## src/rtl/ft_stack_pkg.sv

```systemverilog
package ft_stack_pkg;

    localparam int FT_WIDTH = 4;
    localparam int FT_DEPTH = 14;

    typedef logic [FT_WIDTH-1:0] word_t;

    typedef struct packed {
        logic  full;
        word_t data;
    } slot_t;

    // A location can take a word when it is free or its word leaves this edge.
    function automatic logic slot_can_take(input slot_t s, input logic leaving);
        return !s.full || leaving;
    endfunction

endpackage

```

## src/rtl/ft_cell.sv

```systemverilog
module ft_cell
    import ft_stack_pkg::*;
(
    input  logic  clk,
    input  logic  rst,
    input  logic  in_valid,
    input  word_t in_data,
    input  logic  out_take,
    output logic  ready,
    output slot_t state
);

    slot_t cur;
    slot_t nxt;
    logic  leaving;
    logic  taking;

    assign leaving = cur.full && out_take;
    assign ready   = slot_can_take(cur, leaving);
    assign taking  = in_valid && ready;
    assign state   = cur;

    always_comb begin
        nxt = cur;
        if (leaving) begin
            nxt.full = 1'b0;
        end
        if (taking) begin
            nxt.full = 1'b1;
            nxt.data = in_data;
        end
    end

    always_ff @(posedge clk) begin
        if (rst) begin
            cur.full <= 1'b0;
        end else begin
            cur.full <= nxt.full;
            cur.data <= nxt.data;
        end
    end

    // an occupied location whose word cannot move keeps that word.
    p_stall_hold_r3: assert property (@(posedge clk) disable iff (rst)
        (cur.full && !out_take) |=> (cur.full && $stable(cur.data)));

endmodule

```

## src/rtl/ft_chain.sv

```systemverilog
module ft_chain
    import ft_stack_pkg::*;
#(
    parameter int DEPTH = FT_DEPTH
) (
    input  logic               clk,
    input  logic               rst,
    input  logic               head_valid,
    input  word_t              head_data,
    input  logic               tail_take,
    output slot_t [DEPTH-1:0]  slots
);

    localparam int LAST = DEPTH - 1;

    logic [DEPTH-1:0] rdy;

    for (genvar i = 0; i < DEPTH; i++) begin : g_loc
        logic  up_valid;
        word_t up_data;
        logic  down_take;

        if (i == 0) begin : g_head
            assign up_valid = head_valid;
            assign up_data  = head_data;
        end else begin : g_inner_in
            assign up_valid = slots[i-1].full;
            assign up_data  = slots[i-1].data;
        end

        if (i == LAST) begin : g_tail
            assign down_take = tail_take;
        end else begin : g_inner_out
            assign down_take = rdy[i+1];
        end

        ft_cell u_cell (
            .clk      (clk),
            .rst      (rst),
            .in_valid (up_valid),
            .in_data  (up_data),
            .out_take (down_take),
            .ready    (rdy[i]),
            .state    (slots[i])
        );

        if (i < LAST) begin : g_fall_chk
            // a word above a free location arrives there on the next edge.
            p_fall_step_r3: assert property (@(posedge clk) disable iff (rst)
                (slots[i].full && !slots[i+1].full)
                |=> (slots[i+1].full && slots[i+1].data == $past(slots[i].data)));
        end
    end

endmodule

```

## src/rtl/ft_stack.sv

```systemverilog
module ft_stack
    import ft_stack_pkg::*;
#(
    parameter int DEPTH = FT_DEPTH
) (
    input  logic              clk,
    input  logic              rst,
    input  logic              push,
    input  logic [FT_WIDTH-1:0] push_data,
    input  logic              pop,
    output logic              top_empty,
    output logic              bottom_valid,
    output logic [FT_WIDTH-1:0] bottom_data
);

    localparam int LAST = DEPTH - 1;

    slot_t [DEPTH-1:0] slots;
    logic              head_valid;

    assign top_empty    = !slots[0].full;
    assign head_valid   = push && top_empty;
    assign bottom_valid = slots[LAST].full;
    assign bottom_data  = slots[LAST].data;

    ft_chain #(
        .DEPTH (DEPTH)
    ) u_chain (
        .clk        (clk),
        .rst        (rst),
        .head_valid (head_valid),
        .head_data  (push_data),
        .tail_take  (pop),
        .slots      (slots)
    );

    // an occupied top either keeps its word or empties; no push lands on it.
    p_top_guard_r2: assert property (@(posedge clk) disable iff (rst)
        !top_empty |=> (top_empty || $stable(slots[0].data)));

    // the bottom word stays put until it is popped.
    p_bottom_hold_r5: assert property (@(posedge clk) disable iff (rst)
        (bottom_valid && !pop) |=> (bottom_valid && $stable(bottom_data)));

    // leaving reset, the column is empty.
    p_reset_empty_r8: assert property (@(posedge clk) disable iff (rst)
        $fell(rst) |-> (top_empty && !bottom_valid));

    // a pop on an empty bottom cannot create a word above it in the top slot.
    p_pop_idle_r6: assert property (@(posedge clk) disable iff (rst)
        (!bottom_valid && pop && top_empty && !push) |=> top_empty);

endmodule

```

## config.mk

```make
export PLATFORM = sky130hd
export DESIGN_NAME = ft_stack
export DESIGN_NICKNAME = d
export VERILOG_FILES = /design/src/rtl/ft_stack_pkg.sv /design/src/rtl/ft_cell.sv /design/src/rtl/ft_chain.sv /design/src/rtl/ft_stack.sv
export SDC_FILE = /design/constraint.sdc
export NUM_CORES = 1
export LEC_CHECK = 0
export ABC_AREA = 1
export CAP_MARGIN = 20
export CORE_MARGIN = 1
export CORE_UTILIZATION = 58
export DETAILED_ROUTE_END_ITERATION = 16
export DONT_BUFFER_PORTS = 1
export GPL_TIMING_DRIVEN = 0
export HOLD_SLACK_MARGIN = 0.12
export PLACE_DENSITY = 0.71
export SLEW_MARGIN = 25
export SYNTH_ARGS = -nofsm -noshare
export SYNTH_HDL_FRONTEND = slang
export SYNTH_SLANG_ARGS = --single-unit
```

## constraint.sdc

```tcl
create_clock -name clk -period 4.5 [get_ports clk]
set_input_delay 0.9 -clock clk [delete_from_list [all_inputs] [get_ports clk]]
set_output_delay 0.9 -clock clk [all_outputs]
set_load 0.005 [all_outputs]
```

* After elaboration in Yosys (flattened, before gate mapping)
Index checks and enable logic that the tools add are counted.
Word-level totals: output and inout port bits 6, bits of input ports 8, register bits after elaboration 70
Cells by class: reductions and logical operators 72, multiplexer cells 28, bitwise operators 1
Operator list (count):
- $mux W5 | 14
- $reduce_and A2 Y1 | 14
- $reduce_bool A2 Y1 | 14
- $logic_and A1 B1 Y1 | 16
- $logic_not A1 Y1 | 14
- $logic_or A1 B1 Y1 | 14
- $mux W1 | 14
- $not A1 Y1 | 1

* Depth between registers and ports, before layout
word-level depth 30, gate-level depth with buffers 10, depth with buffers taken out 10

* By module
From an unflattened synthesis, not the netlist that was laid out.
Second synthesis, totals: cell total of the unflattened synthesis 185, area total of the unflattened synthesis 2483.6 um^2
By module, submodules not included:
- ft_cell | seq. area each 140.1 um^2, cells each 13, area an instance 176.4 um^2, times used 14
- ft_stack | seq. area each 0.0 um^2, cells each 3, area an instance 13.8 um^2, times used 1

* Worst setup path before layout
OpenSTA, ideal clock, no wires.
kind input-to-reg, start point in pop, end point reg u_chain.g_loc[1].u_cell.cur (netlist bit u_chain.g_loc[1].u_cell.state[0]) (enable), stages on the path 10, required time 4.231 ns, arrival 1.843 ns, buffers on the path 0, library setup time 0.269 ns, slack 2.388 ns, cell sequence inv_1 -> nand3_2 -> nor2_4 -> nand4_4 -> nor2_4 -> nand4_4 -> nor2_4 -> nand3_2 -> nand2_1 -> nor2_1
Between the ends: cells in the longest elaborated chain, start to end 28
Ends and longest elaborated chain:
- start: declaration | line ft_stack.sv:10 | input logic pop,
- $logic_and A1 B1 Y1 | line ft_cell.sv:18 | assign leaving = cur.full && out_take;
- $logic_or A1 B1 Y1 | line ft_stack_pkg.sv:15 | return !s.full || leaving;
- $logic_and A1 B1 Y1 | line ft_cell.sv:18
- $logic_or A1 B1 Y1 | line ft_stack_pkg.sv:15
- $logic_and A1 B1 Y1 | line ft_cell.sv:18
- $logic_or A1 B1 Y1 | line ft_stack_pkg.sv:15
- $logic_and A1 B1 Y1 | line ft_cell.sv:18
- $logic_or A1 B1 Y1 | line ft_stack_pkg.sv:15
- [... 12 more ...]
- $logic_and A1 B1 Y1 | line ft_cell.sv:18
- $logic_or A1 B1 Y1 | line ft_stack_pkg.sv:15
- $logic_and A1 B1 Y1 | line ft_cell.sv:18
- $logic_or A1 B1 Y1 | line ft_stack_pkg.sv:15
- $logic_and A1 B1 Y1 | line ft_cell.sv:18
- $logic_or A1 B1 Y1 | line ft_stack_pkg.sv:15
- $logic_and A1 B1 Y1 | line ft_cell.sv:20 | assign taking = in_valid && ready;
- $reduce_and A2 Y1 (no source line)
- end: declaration | line ft_cell.sv:13 | slot_t cur;
No other way between the ends. A chain may end at the register's enable or synchronous reset.

* Worst setup path after layout
start point in rst, end point reg u_chain.g_loc[10].u_cell.cur (netlist bit u_chain.g_loc[10].u_cell.state[2]) (enable)
Between the ends: cells in the longest elaborated chain, start to end 2
Ends and longest elaborated chain:
- start: declaration | line ft_stack.sv:7 | input logic rst,
- $not A1 Y1 (no source line)
- $reduce_and A2 Y1 (no source line)
- end: declaration | line ft_cell.sv:13
No other way between the ends.

==> metrics.md <==
| Metric | Value |
|---|---|
| Worst path required time | 4.49 ns |
| Met3 usage in global routing | 0.0672 |
| XOR/XNOR Fraction of Synth Area | 0 |
| Setup Viol. Count Final | 0 |
| Initial Util | 0.626 |
| Worst IR drop on VDD | 287 µV |
| Number of nets still failing antenna checks after routing | 0 |
| Largest family of logic cells by synthesized area | simple AND/OR/NAND/NOR gates |
| Total global-route track usage | 0.176 |
| Synthesized area per cell | 16.3 µm² |
| Die width | 65.8 µm |
| Flop pwr share | 0.599 |
| LEAKAGE | 0.905 nW |
| Kind of cell adding the most delay to the critical path | buffers and inverters |
| GP Congestion | 0.693 |
| Initial detailed-routing violation count | 64 |
| Max_cap viols | 0 |
| Crit path arrival time | approximately 2.0 ns |
| CP Cell Sequence | clkbuf_1 -> inv_1 -> clkbuf_1 -> nand2_1 -> nor2_1 |
| Mux contribution to synthesized area | 0 |
| Final Skew | 0.00584 ns |
| Post-CTS Repair Setup Buffers | 0 |
| DP HPWL | ~2100 µm |
| Post-layout min period | 2.01 ns |
| Die area | ~4300 µm² |
| CTS tree | done |
| Yosys warns | 0 |
| Combinational power share | 0.010 |
| TritonCTS Buffers | 9 |
| P_sw | 220 µW |
| Met2 Use GR | 0.253 |
| Clk sinks | 70 |
| Drt first pass iters | 4 |
| Largest net degree at the start of global routing | 12 |
| Setup_tns | 0 ns |
| Fillcell total | 237 |
| Clock latency at the later pin of the worst-skew pair | 0.33 ns |
| Netlist cell types | 15 |
| Synthesized Nets | 153 |
| Largest cells by area after synthesis | edfxtp_1 71%, dfxtp_1 12%, inv_1 2.5% |
| Relative slew margins | 0.675 |
| Sequential fraction of the synthesis area | 0.831 |
| Worst Path Max Fanout | 10 |
| Max FFs per register | 70 |
| Adder-cell share of the synthesized area | 0 |
| Number of global-route vias before repair | 1,052 |
| CP startpoint kind | input port |
| Antenna violations before repair | 0 |
| First-pass GRT wire length | 5070 µm |
| CTS Hold Bufs | 0 |
| Drt via density | around 5.1 |
| Share of the synthesized area in the top cell type | 0.712 |
| Share of layout cells above drive strength 1 | 0.149 |
| Post-cts repair resize count | 0 |
| Drc violations | 0 |
| Final Hold Viols | 0 |
| Chip Height | 65.8 µm |
| Max Fclk | 0.498 GHz |
| Slew Limit Fails | 0 |
| Avg WL per Cell | 14.5 µm |
| Post-Route WL | 3030 µm |
| Synth area leader | edfxtp_1 |
| Global route overflow | 0 |
| Crit path kind | input port to flop |
| Gate Count Post-Synth | 145 |
| Cell Pwr Density | 449 nW/µm² |
| Vias post-DR | 1,070 |
| Final worst-path cycle share | 0.446 |
| Slowest Stage Delay on Critical Path | between 0.3 and 0.4 ns |
| Synth Register Bits | 70 |
| Boundary Pins | 14 |
| Worst hold slack | 0.418 ns |
| Synth Cell Area | 2360 µm² |
| Post-synthesis simple-gate area fraction | 0.0906 |
| Setup crit end kind | flop |
| Clock buffer depth | 2 |
| Root Driver | clkbuf_8 |
| Core ar. | 3770 µm² |
| IO Port Bufs | 0 |
| Crit-path most repeated cell | clkbuf_1 |
| Final-stage net count | 164 |
| Cell Int Power | 950 µW |
| H-tree levels | 3 |
| Post-synthesis compound-gate area fraction | 0.0360 |
| CP max stage cell | clkbuf_1 |
| GR peak layer | met2 |
| Hold WC Path Type | flop to flop |
| RSZ-0062 raised after global routing | false |
| Clk pwr share | 0.391 |
| Status | finished, final reports clean |
| Diodes inserted | 0 |
| Slew @ Worst Pin | 0.487 ns |
| Worst-path clk slew | 0.06 ns |
| Row count | 22 |
| Area growth syn-to-layout | 10.2% |
| Met1 GRT Util | 0.227 |
| Buffers and inverters on the worst path | 3 |
| Switching Share | 0.188 |
==> stage by stage <==
step,instances,utilization,power (mW),worst slack [ns],instance area [µm²]
after global routing,209,0.690,1.20,2.34,2600
after detailed placement,193,0.642,0.727,2.12,2420
after global placement,193,0.642,0.726,2.19,2420
final,209,0.690,1.17,2.49,2600
after CTS,209,0.690,1.18,2.48,2600
after floorplan,145,-,0.723,2.39,2360
==> layer usage <==
layer | up-vias | part of all wire
met4 | 0 | 0.011
met1 | 515 | 0.45
met3 | 4 | 0.053
met2 | 28 | 0.49
met5 | - | 0
li1 | 523 | -
==> power groups by stage <==
stage	Sequential (mW)	Combinational, mW	Clock (mW)
global placement	0.714	0.0112	0
floorplan	0.714	0.00900	0
CTS	0.701	0.0117	0.465
finish	0.701	0.0115	0.457
detailed placement	0.715	0.0117	0
global route	0.701	0.0130	0.491
==> logic make-up after synthesis <==
logic type,count (synthesis)
AND/OR/NAND/NOR,37
AO/OA/AOI/OAI,15
buffers and inverters,23
flip-flops,70
==> placed cells by master, fill, tap and decap left out <==
cell type,Yosys,routed
o211ai_1,2,2
clkinv_1,0,2
dfxtp_1,14,14
edfxtp_1,56,56
nand2_1,12,12
nor2_4,3,3
o21a_1,2,2
nand3_1,4,4
clkinv_2,0,3
buf_4,4,4
bufinv_16,0,1
o21ai_0,1,1
clkbuf_1,3,4
nand3_2,2,2
inv_1,16,16
a21oi_1,10,10
nand4_4,2,2
nor2_1,14,14
clkbuf_8,0,9
==> area by class of cell <==
cell class	count	area (µm²)	share of cell area
flip-flops and latches	70	1960	0.754
multi-input cells	52	299	0.115
clock buffers	10	128	0.0490
inverters	16	60.1	0.0231
well taps	48	60.1	0.0231
clock inverters	6	52.6	0.0202
plain buffers	7	41.3	0.0159
==> cell usage after synthesis <==
master    number
nand3_1        4
nor2_1        14
o21ai_0        1
nand4_4        2
o211ai_1       2
buf_4          4
nand3_2        2
nand2_1       12
o21a_1         2
edfxtp_1      56
clkbuf_1       3
inv_1         16
a21oi_1       10
nor2_4         3
dfxtp_1       14
==> final timing paths <==
path | startpoint | to | slack, ns | cells after the start
max | rst | u_chain.g_loc[10].u_cell.state[2] | 2.49 | 5
min | u_chain.g_loc[4].u_cell.state[2] | u_chain.g_loc[5].u_cell.state[2] | 0.42 | 0
max reg2reg | u_chain.g_loc[13].u_cell.state[4] | u_chain.g_loc[1].u_cell.state[2] | 2.80 | 9
min reg2reg | u_chain.g_loc[4].u_cell.state[2] | u_chain.g_loc[5].u_cell.state[2] | 0.42 | 0
No activity file was read; power rests on OpenSTA's default activity.
